[src/rtl/mod_inverse_pkg.sv]
// Shared types for the modulo 2^W+1 inverse unit.
// Assumes: nothing beyond IEEE 1800-2017.
package mod_inverse_pkg;

    // Controller phase: idle, squaring round half, multiply-by-operand half.
    typedef enum logic [1:0] {
        PH_IDLE = 2'd0,
        PH_SQR  = 2'd1,
        PH_MUL  = 2'd2
    } phase_e;

    // Per-cycle datapath commands issued by the controller.
    typedef struct packed {
        logic load;     // capture operand into operand and accumulator regs
        logic square;   // accumulator <= accumulator * accumulator
        logic mul_x;    // accumulator <= accumulator * operand
        logic finish;   // result <= final product
    } dp_ctrl_t;

endpackage

[src/rtl/mod_inverse_mulmod.sv]
// Combinational multiplier modulo 2^W+1.
// Word value 0 encodes 2^W (congruent to -1). Nonzero operands use the
// low-minus-high reduction of the 2W-bit product; a zero operand turns the
// product into a negation, computed as 1 - other (mod 2^W).
// Assumes: 2^W+1 is prime (W = 16 for the intended use).
module mod_inverse_mulmod #(
    parameter int W = 16
) (
    input  logic [W-1:0] a,
    input  logic [W-1:0] b,
    output logic [W-1:0] y
);
    localparam int PW = 2 * W;

    logic [PW-1:0] prod;
    logic [W-1:0]  lo;
    logic [W-1:0]  hi;
    logic          borrow;

    // Full-width product of the two words.
    assign prod   = PW'(a) * PW'(b);
    assign lo     = prod[W-1:0];
    assign hi     = prod[PW-1:W];
    assign borrow = (lo < hi);

    // Reduce, with separate paths for operands that encode -1.
    always_comb begin
        if (a == '0) begin
            y = W'(1) - b;
        end else if (b == '0) begin
            y = W'(1) - a;
        end else begin
            y = lo - hi + {{(W-1){1'b0}}, borrow};
        end
    end

endmodule

[src/rtl/mod_inverse_seq.sv]
// Controller for the exponent-(2^W-1) chain: after load, W-1 rounds of
// square-then-multiply. Emits datapath commands, busy and a one-cycle done.
// Assumes: start is only acted on while idle; done is registered.
module mod_inverse_seq
    import mod_inverse_pkg::*;
#(
    parameter int W = 16
) (
    input  logic     clk,
    input  logic     rst_n,
    input  logic     start,
    output dp_ctrl_t ctrl,
    output logic     busy,
    output logic     done
);
    localparam int ROUNDS = W - 1;
    localparam int SW     = (ROUNDS > 1) ? $clog2(ROUNDS) : 1;
    localparam logic [SW-1:0] LAST = SW'(ROUNDS - 1);

    phase_e        phase_q;
    logic [SW-1:0] round_q;
    logic          last_round;

    assign last_round = (round_q == LAST);

    // Decode the current phase into datapath commands.
    always_comb begin
        ctrl.load   = (phase_q == PH_IDLE) && start;
        ctrl.square = (phase_q == PH_SQR);
        ctrl.mul_x  = (phase_q == PH_MUL);
        ctrl.finish = (phase_q == PH_MUL) && last_round;
    end

    // Advance phase and round counter; raise done on the final multiply.
    always_ff @(posedge clk) begin
        if (!rst_n) begin
            phase_q <= PH_IDLE;
            round_q <= '0;
            done    <= 1'b0;
        end else begin
            done <= 1'b0;
            unique case (phase_q)
                PH_IDLE: begin
                    if (start) begin
                        phase_q <= PH_SQR;
                        round_q <= '0;
                    end
                end
                PH_SQR: phase_q <= PH_MUL;
                PH_MUL: begin
                    if (last_round) begin
                        phase_q <= PH_IDLE;
                        done    <= 1'b1;
                    end else begin
                        round_q <= round_q + 1'b1;
                        phase_q <= PH_SQR;
                    end
                end
                default: phase_q <= PH_IDLE;
            endcase
        end
    end

    assign busy = (phase_q != PH_IDLE);

endmodule

[src/rtl/mod_inverse_dp.sv]
// Datapath: operand register, running accumulator, held result, and the
// single shared modulo multiplier whose second input is steered by ctrl.
// Assumes: at most one of load/square/mul_x is high in a cycle.
module mod_inverse_dp
    import mod_inverse_pkg::*;
#(
    parameter int W = 16
) (
    input  logic         clk,
    input  logic         rst_n,
    input  dp_ctrl_t     ctrl,
    input  logic [W-1:0] operand,
    output logic [W-1:0] result
);
    logic [W-1:0] x_q;
    logic [W-1:0] acc_q;
    logic [W-1:0] mul_b;
    logic [W-1:0] mul_y;

    // Second multiplier input: accumulator when squaring, else the operand.
    assign mul_b = ctrl.square ? acc_q : x_q;

    mod_inverse_mulmod #(.W(W)) u_mul (
        .a (acc_q),
        .b (mul_b),
        .y (mul_y)
    );

    // Capture operand and seed the accumulator; update it each round.
    always_ff @(posedge clk) begin
        if (!rst_n) begin
            x_q   <= '0;
            acc_q <= '0;
        end else if (ctrl.load) begin
            x_q   <= operand;
            acc_q <= operand;
        end else if (ctrl.square || ctrl.mul_x) begin
            acc_q <= mul_y;
        end
    end

    // Hold the published result until the next job finishes.
    always_ff @(posedge clk) begin
        if (!rst_n) begin
            result <= '0;
        end else if (ctrl.finish) begin
            result <= mul_y;
        end
    end

endmodule

[src/rtl/mod_inverse_unit.sv]
// Top: multiplicative inverse modulo 2^W+1 by raising the operand to the
// power 2^W-1. Fixed latency of 2*(W-1) cycles from acceptance to done.
// Assumes: W chosen so that 2^W+1 is prime; 0 encodes 2^W.
module mod_inverse_unit
    import mod_inverse_pkg::*;
#(
    parameter int W = 16
) (
    input  logic         clk,
    input  logic         rst_n,
    input  logic         start,
    input  logic [W-1:0] operand,
    output logic         busy,
    output logic         done,
    output logic [W-1:0] result
);
    dp_ctrl_t ctrl;

    mod_inverse_seq #(.W(W)) u_seq (
        .clk   (clk),
        .rst_n (rst_n),
        .start (start),
        .ctrl  (ctrl),
        .busy  (busy),
        .done  (done)
    );

    mod_inverse_dp #(.W(W)) u_dp (
        .clk     (clk),
        .rst_n   (rst_n),
        .ctrl    (ctrl),
        .operand (operand),
        .result  (result)
    );

endmodule

[config.mk]
export PLATFORM = sky130hd
export DESIGN_NAME = mod_inverse_unit
export DESIGN_NICKNAME = d
export VERILOG_FILES = /design/src/rtl/mod_inverse_pkg.sv /design/src/rtl/mod_inverse_mulmod.sv /design/src/rtl/mod_inverse_seq.sv /design/src/rtl/mod_inverse_dp.sv /design/src/rtl/mod_inverse_unit.sv
export SDC_FILE = /design/constraint.sdc
export NUM_CORES = 1
export LEC_CHECK = 0
export BUFFER_PORTS_ARGS = -buffer_cell sky130_fd_sc_hd__buf_2
export CORE_UTILIZATION = 45
export DETAILED_ROUTE_END_ITERATION = 16
export GPL_TIMING_DRIVEN = 1
export SETUP_SLACK_MARGIN = 0.15
export SYNTH_ARGS = -nofsm -noshare
export SYNTH_HDL_FRONTEND = slang
export SYNTH_SLANG_ARGS = --single-unit
[constraint.sdc]
create_clock -name clk -period 14.1 [get_ports clk]
set_clock_uncertainty 0.05 [all_clocks]
set_input_delay 2.115 -clock clk [delete_from_list [all_inputs] [get_ports clk]]
set_output_delay 2.115 -clock clk [all_outputs]
set_load 0.1 [all_outputs]
==> results of run 1 <==
==> area by class of cell <==
type | instances | area share [%]
Clock buffer | 7 | 1.12
Timing Repair Buffer | 53 | 2.26
Multi-Input combinational cell | 1172 | 77.8
Clock inverter | 1 | 0.0552
Antenna cell | 1 | 0.0184
Sequential cell | 55 | 8.09
Tap cell | 378 | 3.48
Inverter | 260 | 7.17
==> registers in the layout (all words and copies together) (netlist names) <==
name	flops
u_dp.acc_q	16
u_dp.result	16
u_dp.x_q	16
u_seq.round_q	4
u_seq.phase_q	2
u_seq.done	1
==> kinds of logic after synthesis <==
logic type | share of synthesized area [%]
muxes | 2.32
DFF | 8.48
adders and majority gates | 44.9
and+or+nand+nor | 19.0
buffers and inverters | 10.0
xor gates and xnor gates | 4.38
AOI/OAI and AO/OA | 10.9
==> cells in the mapped netlist (7+ instances only) <==
cell / number
sky130_fd_sc_hd__o21a_1: 11
sky130_fd_sc_hd__inv_1: 257
sky130_fd_sc_hd__fa_1: 202
sky130_fd_sc_hd__a21o_1: 16
sky130_fd_sc_hd__xnor2_1: 42
sky130_fd_sc_hd__buf_1: 8
sky130_fd_sc_hd__and3_1: 8
sky130_fd_sc_hd__dfxtp_1: 55
sky130_fd_sc_hd__and2_1: 102
sky130_fd_sc_hd__mux2_2: 13
sky130_fd_sc_hd__nand2_1: 225
sky130_fd_sc_hd__mux2i_1: 11
sky130_fd_sc_hd__nand2b_1: 7
sky130_fd_sc_hd__a211oi_1: 8
sky130_fd_sc_hd__a21oi_1: 72
sky130_fd_sc_hd__clkbuf_1: 64
sky130_fd_sc_hd__nand3_1: 33
sky130_fd_sc_hd__o21ai_0: 56
sky130_fd_sc_hd__a31oi_1: 20
sky130_fd_sc_hd__o211ai_1: 9
sky130_fd_sc_hd__xor2_1: 23
sky130_fd_sc_hd__nor3_1: 24
sky130_fd_sc_hd__ha_1: 143
sky130_fd_sc_hd__nor2_1: 62
sky130_fd_sc_hd__nor4b_1: 7
sky130_fd_sc_hd__nor2b_1: 10
==> worst reg2reg max path: cells and delay by family (launching register included) <==
family	cells	cell delay (ns)
AOI/OAI and AO/OA	17	3.87
adders and majority gates	12	5.52
and+or+nand+nor	3	0.44
buffers and inverters	4	0.22
DFF	1	0.34
muxes	2	0.83
xor gates and xnor gates	1	0.32
==> per-layer routing <==
metal	up-vias	part of all wire [%]	GRT usage, %
met5	-	0	0
met1	5175	44	34.1
li1	4942	-	-
met2	270	46	39.6
met3	42	5.6	3.75
met4	0	4.3	9.66
==> final timing paths <==
check | from | end | slack, ns | cells past startpoint
hold reg to reg | u_dp.result[0] | u_dp.result[0] | 0.40 | 2
setup / recovery | u_seq.phase_q[1] | u_dp.result[12] | 2.36 | 39
hold / removal | u_dp.result[0] | u_dp.result[0] | 0.40 | 2
setup reg to reg | u_seq.phase_q[1] | u_dp.result[12] | 2.36 | 39
==> placed cells by master (no fill, tap or decap), types with 8 or more instances in the layout <==
cell,instances
sky130_fd_sc_hd__a211oi_1,8
sky130_fd_sc_hd__a21o_1,16
sky130_fd_sc_hd__a21oi_1,72
sky130_fd_sc_hd__a31oi_1,20
sky130_fd_sc_hd__and2_1,102
sky130_fd_sc_hd__and3_1,8
sky130_fd_sc_hd__buf_2,36
sky130_fd_sc_hd__buf_4,17
sky130_fd_sc_hd__dfxtp_1,55
sky130_fd_sc_hd__fa_1,202
sky130_fd_sc_hd__ha_1,142
sky130_fd_sc_hd__inv_1,257
sky130_fd_sc_hd__mux2_2,13
sky130_fd_sc_hd__mux2i_1,11
sky130_fd_sc_hd__nand2_1,225
sky130_fd_sc_hd__nand3_1,33
sky130_fd_sc_hd__nor2_1,62
sky130_fd_sc_hd__nor2b_1,10
sky130_fd_sc_hd__nor3_1,24
sky130_fd_sc_hd__o211ai_1,9
sky130_fd_sc_hd__o21a_1,11
sky130_fd_sc_hd__o21ai_0,56
sky130_fd_sc_hd__xnor2_1,42
sky130_fd_sc_hd__xor2_1,23
==> metrics by stage <==
step / area [sq um] / hold slack, ns
finish: 13600 / 0.403
global route: 13600 / 0.437
floorplan: 13000 / 0.394
global placement: 13400 / 0.395
CTS: 13600 / 0.404
detailed placement: 13400 / 0.394
==> PnR_summary.wiki, run 1 <==
{| class="wikitable"
! Metric !! Value
|-
| Run status || finished clean
|-
| Number of enable-type register cells in the synthesized netlist || 0
|-
| Worst-case headroom to the max-slew limit || a little under a quarter
|-
| Final cell count without fillers || a little under 2000
|-
| Area added between synthesis and finish || 4.78%
|-
| Hold-fix buffer count after cts || 0
|-
| Slew @ Worst Pin || approximately 1.1 ns
|-
| Count of nets after finishing || 1911
|-
| Die height || 172 um
|-
| Cell count after synthesis || 1567
|-
| DRC violation total after the first TritonRoute iteration || 666
|-
| Post-cts resize count || 0
|-
| Proportion of synthesized chip area in sequential cells || 8.48%
|-
| Number of warnings reported in the yosys synthesis log || 0
|-
| Dominant cell type by area after synthesis || sky130_fd_sc_hd__fa_1
|-
| Number of I/O pins || 37
|-
| Number of design rule violations left after detail routing || 0
|-
| Kind of start point of the critical path || flop
|-
| Total number of vias || 10400
|-
| Final worst-path cycle share || 83.3%
|-
| Total global routing track utilization || about a quarter
|-
| Placed cells || 1918
|-
| Quantity of I/O buffers inserted on ports || 36
|-
| Number of violations of the max-capacitance limit || 0
|-
| Dominant register cell in the synthesized netlist || sky130_fd_sc_hd__dfxtp_1
|-
| Via/cell ratio || 5.41
|-
| Number of nets still failing antenna checks after routing || 0
|-
| Number of fillers in the final layout || 2849
|-
| Setup WS post-layout || 2.36 ns
|-
| Number of levels the H-tree was split into || 2
|-
| Largest driver fanout on the critical path || 42
|-
| X dimension of the die || 172 um
|-
| Portion of synthesized cell area occupied by the leading cell type || between 30% and 40%
|-
| Data arrival at the endpoint of the critical path || 11.86 ns
|-
| Clock transition time at the flip-flop clock pins of the worst setup and hold paths || ~0.07 ns
|-
| DRT Wirelength || between 30 and 40 mm
|-
| DIE AREA || 29500 sq um
|-
| Average size of a mapped cell || 8.29 sq um
|-
| Largest incremental delay on the critical path || around 0.8 ns
|-
| Cell with the most instances on the worst path || sky130_fd_sc_hd__fa_1
|-
| Critical-path top delay cell || sky130_fd_sc_hd__ha_2
|-
| Congestion Overflow GR || 0
|-
| Routability-driven placement congestion ratio || between 0.8 and 0.9
|-
| Critical setup path kind || flop to flop
|-
| Wire length of the first global-routing pass || 56.4 mm
|-
| Number of global-route vias before repair || a little over 10000
|-
| Number of buffers created by CTS || 5
|-
| Post-route core utilization || 48.4%
|-
| Setup violation total in the final timing report || 0
|-
| Shortest clock period the worst path allows after layout || roughly 12 ns
|-
| CTS tree || yes
|-
| Post-synth net total || 1931
|-
| Number of buffers inserted by post-CTS setup repair || 0
|-
| Peak clock frequency supported by timing || 0.0852 GHz
|-
| Drt first pass iters || 5
|-
| FP Rows || 61
|-
| Crit path required time || 14.22 ns
|-
| CTS Root Cell || sky130_fd_sc_hd__clkbuf_16
|-
| Routed wire length per instance || 18.1 um
|-
| Half-perimeter wire length after placement || 28.6 mm
|-
| Starting density of the core || 46.2%
|-
| Unrepaired setup endpoints after global routing || false
|-
| Count of clock tree sinks || 55
|-
| CP bufs+invs || 4
|-
| Largest net degree at the start of global routing || 43
|-
| Post-Route Setup TNS || 0 ns
|-
| Share of layout cells above drive strength 1 || 5.88%
|-
| FF/Latch Area || between 1000 and 1500 sq um
|-
| Final number of max-transition violations || 0
|-
| Maximum number of buffers from clock root to sink || 2
|-
| Family with the most delay on the worst path || adder cells
|-
| Setup slack at placement || approximately 2.4 ns
|-
| Number of different library cells in the post-synthesis netlist || 65
|-
| Fraction of synthesis flops using an asynchronous set or reset pin || 0%
|-
| Number of antenna violations at the first check in global routing || 1
|-
| Clock latency reported for the late side of the worst-skew pair || 0.29 ns
|-
| Endpoint kind of the worst setup timing path || flop
|-
| Hold Fails Final Rpt || 0
|-
| Synth Cell Area || 13000 sq um
|-
| Flip-flop and latch count after synthesis || 55
|-
| Hold crit path type || flop to flop
|-
| Area inside the core boundary || 28100 sq um
|-
| Largest cells by area after synthesis || sky130_fd_sc_hd__fa_1, sky130_fd_sc_hd__ha_1, sky130_fd_sc_hd__dfxtp_1
|-
| Area of the multi-input gates || 10600 sq um
|}
Power of run 1 is left out: the tool's default activity adds up to more than one toggle a clock period on the data nets, which glitch-free logic cannot reach.
==> run 2: changes to the inputs <==
Clock period 14.1 ns to 9.59 ns, I/O delays scaled along.
==> PnR_summary.wiki, run 2 (synthesis gave the netlist of run 1 again) <==
{| class="wikitable"
! Metric !! Value
|-
| Clock transition time at the flip-flop clock pins of the worst setup and hold paths || 0.08 ns (about the same)
|-
| Total number of vias || 11400 (+9.4%)
|-
| FF-to-FF End || u_dp.acc_q[14]
|-
| Endpoint kind of the worst setup timing path || flop
|-
| Run status || complete, but fails checks
|-
| Unrepaired setup endpoints after global routing || true
|-
| Number of cells traversed by the worst hold path || 2 (unchanged)
|-
| Largest driver fanout on the critical path || 5 (-88%)
|-
| Final number of max-transition violations || 0 (unchanged)
|-
| Critical setup path kind || flop to flop
|-
| Worst-case headroom to the max-slew limit || 25.9% (+2.3 points)
|-
| Maximum number of buffers from clock root to sink || 2 (unchanged)
|-
| Shortest clock period the worst path allows after layout || 9.84 ns (-1.91 ns)
|-
| Congestion Overflow GR || 0 (unchanged)
|-
| Die height || 172 um (unchanged)
|-
| Count of nets after finishing || 2092 (+9.5%)
|-
| DRC violation total after the first TritonRoute iteration || 880 (+32%)
|-
| Data arrival at the endpoint of the critical path || 9.96 ns (-1.90 ns)
|-
| Via/cell ratio || 5.42 (about the same)
|-
| Crit path required time || 9.71 ns (-4.51 ns)
|-
| Hold crit path type || flop to flop
|-
| FP Rows || 61 (unchanged)
|-
| Count of clock tree sinks || 55 (unchanged)
|-
| Routability-driven placement congestion ratio || 0.919 (+3.6%)
|-
| Hold Startpoint || u_dp.result[6]
|-
| Area added between synthesis and finish || 22.4%
|-
| CTS tree || yes
|-
| Family with the most delay on the worst path || adder cells
|-
| Registers with the highest flip-flop counts || u_dp.acc_q (16), u_dp.result (16), u_dp.x_q (16)
|-
| Routed wire length per instance || 18.7 um (+3.3%)
|-
| DIE AREA || 29500 sq um (unchanged)
|-
| RR Startpoint || u_seq.phase_q[1]
|-
| Half-perimeter wire length after placement || 31.8 mm (+11%)
|-
| Number of nets still failing antenna checks after routing || 0 (unchanged)
|-
| Hold Path Sink || u_dp.result[6]
|-
| Post-route core utilization || 56.6% (+8.1 points)
|-
| Worst-case reg-to-reg path depth || 46 (+18%)
|-
| Starting density of the core || 46.2% (unchanged)
|-
| Flop-to-flop setup slack || -0.25 ns (-2.60 ns)
|-
| Drt first pass iters || 5 (unchanged)
|-
| Clock latency reported for the late side of the worst-skew pair || 0.31 ns (+0.02 ns)
|-
| Number of buffers created by CTS || 5 (unchanged)
|-
| Peak clock frequency supported by timing || 0.102 GHz (+19%)
|-
| Critical-path top delay cell || sky130_fd_sc_hd__fa_1
|-
| X dimension of the die || 172 um (unchanged)
|-
| Kind of start point of the critical path || flop
|-
| Largest incremental delay on the critical path || 0.51 ns (-0.31 ns)
|-
| Number of levels the H-tree was split into || 2 (unchanged)
|-
| Number of design rule violations left after detail routing || 0 (unchanged)
|-
| Hold Fails Final Rpt || 0 (unchanged)
|-
| Setup violation total in the final timing report || 15 (+15)
|-
| Number of global-route vias before repair || 11300 (+10%)
|-
| Wire length of the first global-routing pass || 60.8 mm (+7.8%)
|-
| Slew @ Worst Pin || 1.11 ns (-0.0350 ns)
|-
| Share of layout cells above drive strength 1 || 22.4% (+17 points)
|-
| Hold-fix buffer count after cts || 0 (unchanged)
|-
| Placed instance area || 14800 sq um (+10%)
|-
| Post-Route Setup TNS || -1.58 ns (-1.58 ns)
|-
| Setup WS post-layout || -0.246 ns (-2.60 ns)
|-
| DRT Wirelength || 39.5 mm (+13%)
|-
| Number of I/O pins || 37 (unchanged)
|-
| Commonest non-fill, non-tap cells in the layout || sky130_fd_sc_hd__inv_1, sky130_fd_sc_hd__nand2_1, sky130_fd_sc_hd__fa_1
|-
| Number of violations of the max-capacitance limit || 0 (unchanged)
|-
| Violated checks || setup timing
|-
| Antenna diode count || 0 (-1)
|-
| Post-layout instance area || 15900 sq um (+17%)
|-
| CP bufs+invs || 11 (+7)
|-
| Cell with the most instances on the worst path || sky130_fd_sc_hd__fa_1
|-
| Final worst-path cycle share || 103% (+19 points)
|-
| Quantity of I/O buffers inserted on ports || 36 (unchanged)
|-
| Largest net degree at the start of global routing || 36 (-16%)
|-
| Number of antenna violations at the first check in global routing || 0 (-1)
|-
| Most common cell after layout, fill and taps aside || sky130_fd_sc_hd__inv_1
|-
| Total global routing track utilization || 27.2% (+2.3 points)
|-
| Area inside the core boundary || 28100 sq um (unchanged)
|-
| CTS Root Cell || sky130_fd_sc_hd__clkbuf_16
|}
==> run 2: per-layer routing <==
metal  up-vias  global-route usage [%]  routed length (um)
met4         0                    10.9                1630
li1       5301                       -                   -
met5         -                       0                   0
met2       348                    44.4               18700
met3        89                    2.95                2090
met1      5672                    36.7               17100
==> run 2: per-stage QoR <==
stage                     hold WS (ns)  cells  worst slack [ns]
final                            0.405   2107            -0.246
after global routing             0.423   2107            -0.553
after CTS                        0.403   2091            -0.117
after detailed placement         0.396   2067            -0.487
after global placement           0.395   2067            -0.338
after floorplan                  0.394   1567            0.0238
==> run 2: layout make-up <==
type	instances	area [sq um]
multi-input combinational	1174	11400
timing repair buffer	232	1830
sequential	55	1100
clock buffer	5	125
fill	2630	12200
clock inverter	3	22.5
tap	378	473
inverter	260	976
==> run 2: worst max path at each step <==
| stage | start | end | slack (ns) | cells after the start |
|---|---|---|---|---|
| after detailed placement | u_seq.phase_q[1] | u_dp.acc_q[13] | -0.49 | 43 |
| after CTS | u_seq.phase_q[1] | u_dp.acc_q[12] | -0.12 | 44 |
| after global placement | u_seq.phase_q[1] | u_dp.acc_q[13] | -0.34 | 42 |
| final | u_seq.phase_q[1] | u_dp.acc_q[14] | -0.25 | 46 |
| after global routing | u_seq.phase_q[1] | u_dp.result[12] | -0.55 | 44 |
| after floorplan | u_seq.phase_q[1] | u_dp.acc_q[12] | 0.02 | 47 |
==> run 2: tightest hold or removal path: stages (launching register included) <==
cell,delay (ns)
sky130_fd_sc_hd__dfxtp_1,0.31
sky130_fd_sc_hd__nand2_1,0.05
sky130_fd_sc_hd__a21oi_1,0.05
==> run 2: what timing repair did <==
item	in CTS	in global routing
gates cloned	2	2
setup buffers	14	14
gates resized for setup	79	67
endpoints found under the setup margin	25	28
pin swaps	64	72
Power of run 2 is left out for the same reason.
==> run 3: changes to the inputs <==
Settings changed: ABC_CLOCK_PERIOD_IN_PS set to 9590, SETUP_SLACK_MARGIN 0.15 to 0.05.
==> PnR_summary.wiki, run 3 (synthesis gave the netlist of run 1 again) <==
{| class="wikitable"
! Metric !! Value
|-
| Run status || complete, but fails checks
|-
| Violated checks || setup timing
|-
| Total number of vias || 11500 (+0.48%)
|-
| Number of violations of the max-capacitance limit || 0 (unchanged)
|-
| Startpoint of the worst setup timing path || u_seq.phase_q[1]
|-
| Number of design rule violations left after detail routing || 0 (unchanged)
|-
| Unrepaired setup endpoints after global routing || true
|-
| Count of nets after finishing || 2106 (+0.67%)
|-
| Clock latency reported for the late side of the worst-skew pair || 0.30 ns (about the same)
|-
| Number of global-route vias before repair || 11600 (+2.1%)
|-
| Critical setup path kind || flop to flop
|-
| Kind of start point of the critical path || flop
|-
| Routed wire length per instance || 18.4 um (-1.8%)
|-
| Drt first pass iters || 5 (unchanged)
|-
| Setup violation total in the final timing report || 18 (+3)
|-
| Setup WS post-layout || -0.222 ns (+0.0239 ns)
|-
| CTS tree || yes
|-
| Hold Fails Final Rpt || 0 (unchanged)
|-
| Slew @ Worst Pin || 1.18 ns (+0.0640 ns)
|-
| DIE AREA || 29500 sq um (unchanged)
|-
| FP Rows || 61 (unchanged)
|-
| Registers with the highest flip-flop counts || u_dp.acc_q (16), u_dp.result (16), u_dp.x_q (16)
|-
| Cell with the most instances on the worst path || sky130_fd_sc_hd__fa_1
|-
| Tightest hold margin || 0.400 ns (-0.00526 ns)
|-
| Number of levels the H-tree was split into || 2 (unchanged)
|-
| Share of layout cells above drive strength 1 || 22.8% (+0.41 points)
|-
| Quantity of I/O buffers inserted on ports || 36 (unchanged)
|-
| RR Startpoint || u_seq.phase_q[1]
|-
| Critical path capture point || u_dp.result[12]
|-
| Maximum number of buffers from clock root to sink || 2 (unchanged)
|-
| Final number of max-transition violations || 0 (unchanged)
|-
| Via/cell ratio || 5.41 (-0.13%)
|-
| Final worst-path cycle share || 102% (-0.25 points)
|-
| Number of buffers created by CTS || 5 (unchanged)
|-
| Peak clock frequency supported by timing || 0.102 GHz (+0.24%)
|-
| Clock transition time at the flip-flop clock pins of the worst setup and hold paths || 0.07 ns (about the same)
|-
| Antenna diode count || 0 (unchanged)
|-
| Number of nets still failing antenna checks after routing || 0 (unchanged)
|-
| CTS Root Cell || sky130_fd_sc_hd__clkbuf_16
|-
| FF-to-FF End || u_dp.result[12]
|-
| Commonest non-fill, non-tap cells in the layout || sky130_fd_sc_hd__inv_1, sky130_fd_sc_hd__nand2_1, sky130_fd_sc_hd__buf_4
|-
| Area inside the core boundary || 28100 sq um (unchanged)
|-
| Flop-to-flop setup slack || -0.22 ns (+0.02 ns)
|-
| Routability-driven placement congestion ratio || 0.953 (+3.7%)
|-
| Shortest clock period the worst path allows after layout || 9.81 ns (-0.0239 ns)
|-
| Placed instance area || 14800 sq um (about the same)
|-
| Data arrival at the endpoint of the critical path || 9.94 ns (-0.02 ns)
|-
| Most common cell after layout, fill and taps aside || sky130_fd_sc_hd__inv_1
|-
| X dimension of the die || 172 um (unchanged)
|-
| Endpoint kind of the worst setup timing path || flop
|-
| Worst-case reg-to-reg path depth || 44 (-4.3%)
|-
| Number of I/O pins || 37 (unchanged)
|-
| Crit path required time || 9.72 ns (about the same)
|-
| DRT Wirelength || 39.0 mm (-1.2%)
|-
| Starting density of the core || 46.2% (unchanged)
|-
| Die height || 172 um (unchanged)
|-
| Worst-case headroom to the max-slew limit || 21.4% (-4.6 points)
|-
| Wire length of the first global-routing pass || 60.8 mm (about the same)
|-
| Total global routing track utilization || 26.9% (-0.28 points)
|-
| Largest driver fanout on the critical path || 6 (+1)
|-
| Hold-fix buffer count after cts || 0 (unchanged)
|-
| Hold crit path type || flop to flop
|-
| Number of antenna violations at the first check in global routing || 0 (unchanged)
|-
| Number of cells traversed by the worst hold path || 2 (unchanged)
|-
| Largest incremental delay on the critical path || 0.52 ns (about the same)
|-
| Count of clock tree sinks || 55 (unchanged)
|-
| Largest net degree at the start of global routing || 36 (unchanged)
|-
| Number of fillers in the final layout || 2648 (+0.68%)
|-
| Half-perimeter wire length after placement || 31.6 mm (-0.55%)
|-
| Congestion Overflow GR || 0 (unchanged)
|-
| Critical-path top delay cell || sky130_fd_sc_hd__fa_1
|-
| DRC violation total after the first TritonRoute iteration || 751 (-15%)
|-
| Area added between synthesis and finish || 22.4% (about the same)
|-
| Post-layout instance area || 15900 sq um (about the same)
|}
==> run 3: cell types whose count changed in the layout (fill, tap and decap cells not counted), sizes merged <==
cell and change:
buf +16, bufbuf -1, clkinv -2
==> run 3: timing repair <==
item | CTS | global route
pin swaps | 69 | 89
setup buffers | 25 | 17
gates cloned | 1 | 1
gates resized for setup | 67 | 65
endpoints found under the hold margin | 0 | 0
endpoints found under the setup margin | 25 | 28
==> run 3: layer usage <==
layer | track usage [%] | wire length, um
met2 | 46.0 | 19200
met5 | 0 | 0
met4 | 8.16 | 1170
met1 | 35.9 | 16400
met3 | 2.47 | 2260
==> run 3: how the worst min path moves through the flow <==
stage                      to      startpoint
3_5_place_dp   u_dp.result[1]  u_dp.result[1]
6_report       u_dp.result[1]  u_dp.result[1]
2_1_floorplan    u_dp.x_q[14]    u_dp.x_q[14]
5_1_grt        u_dp.result[5]  u_dp.result[5]
3_3_place_gp   u_dp.result[7]  u_dp.result[7]
4_1_cts        u_dp.result[1]  u_dp.result[1]
==> run 3: critical path, delay by kind of cell (launching register included) <==
family / cells / cell delay (ns)
compound gates: 14 / 2.62
xor+xnor: 2 / 0.43
fa+ha+maj: 12 / 4.40
buf+inv: 9 / 0.70
flops: 1 / 0.33
mux: 1 / 0.34
simple gates: 6 / 0.81
==> run 3: area by class of cell <==
type	count	area, sq um	area share, %
tap	378	473	2.98
clock buffer	6	139	0.874
sequential	55	1100	6.94
inverter	260	976	6.14
clock inverter	1	8.76	0.0551
timing repair buffer	246	1870	11.8
multi-input combinational	1174	11300	71.2
==> run 3: stage by stage <==
stage                     TNS (ns)  utilization, %  instances  setup slack [ns]
after global placement       -4.74            52.7       2072            -0.355
after global routing         -9.03            56.6       2120            -0.597
final                        -2.15            56.6       2120            -0.222
after CTS                    -2.46            55.0       2105            -0.285
after detailed placement     -8.56            52.7       2072            -0.557
after floorplan                  0               -       1567            0.0238
Power of run 3 is left out for the same reason.
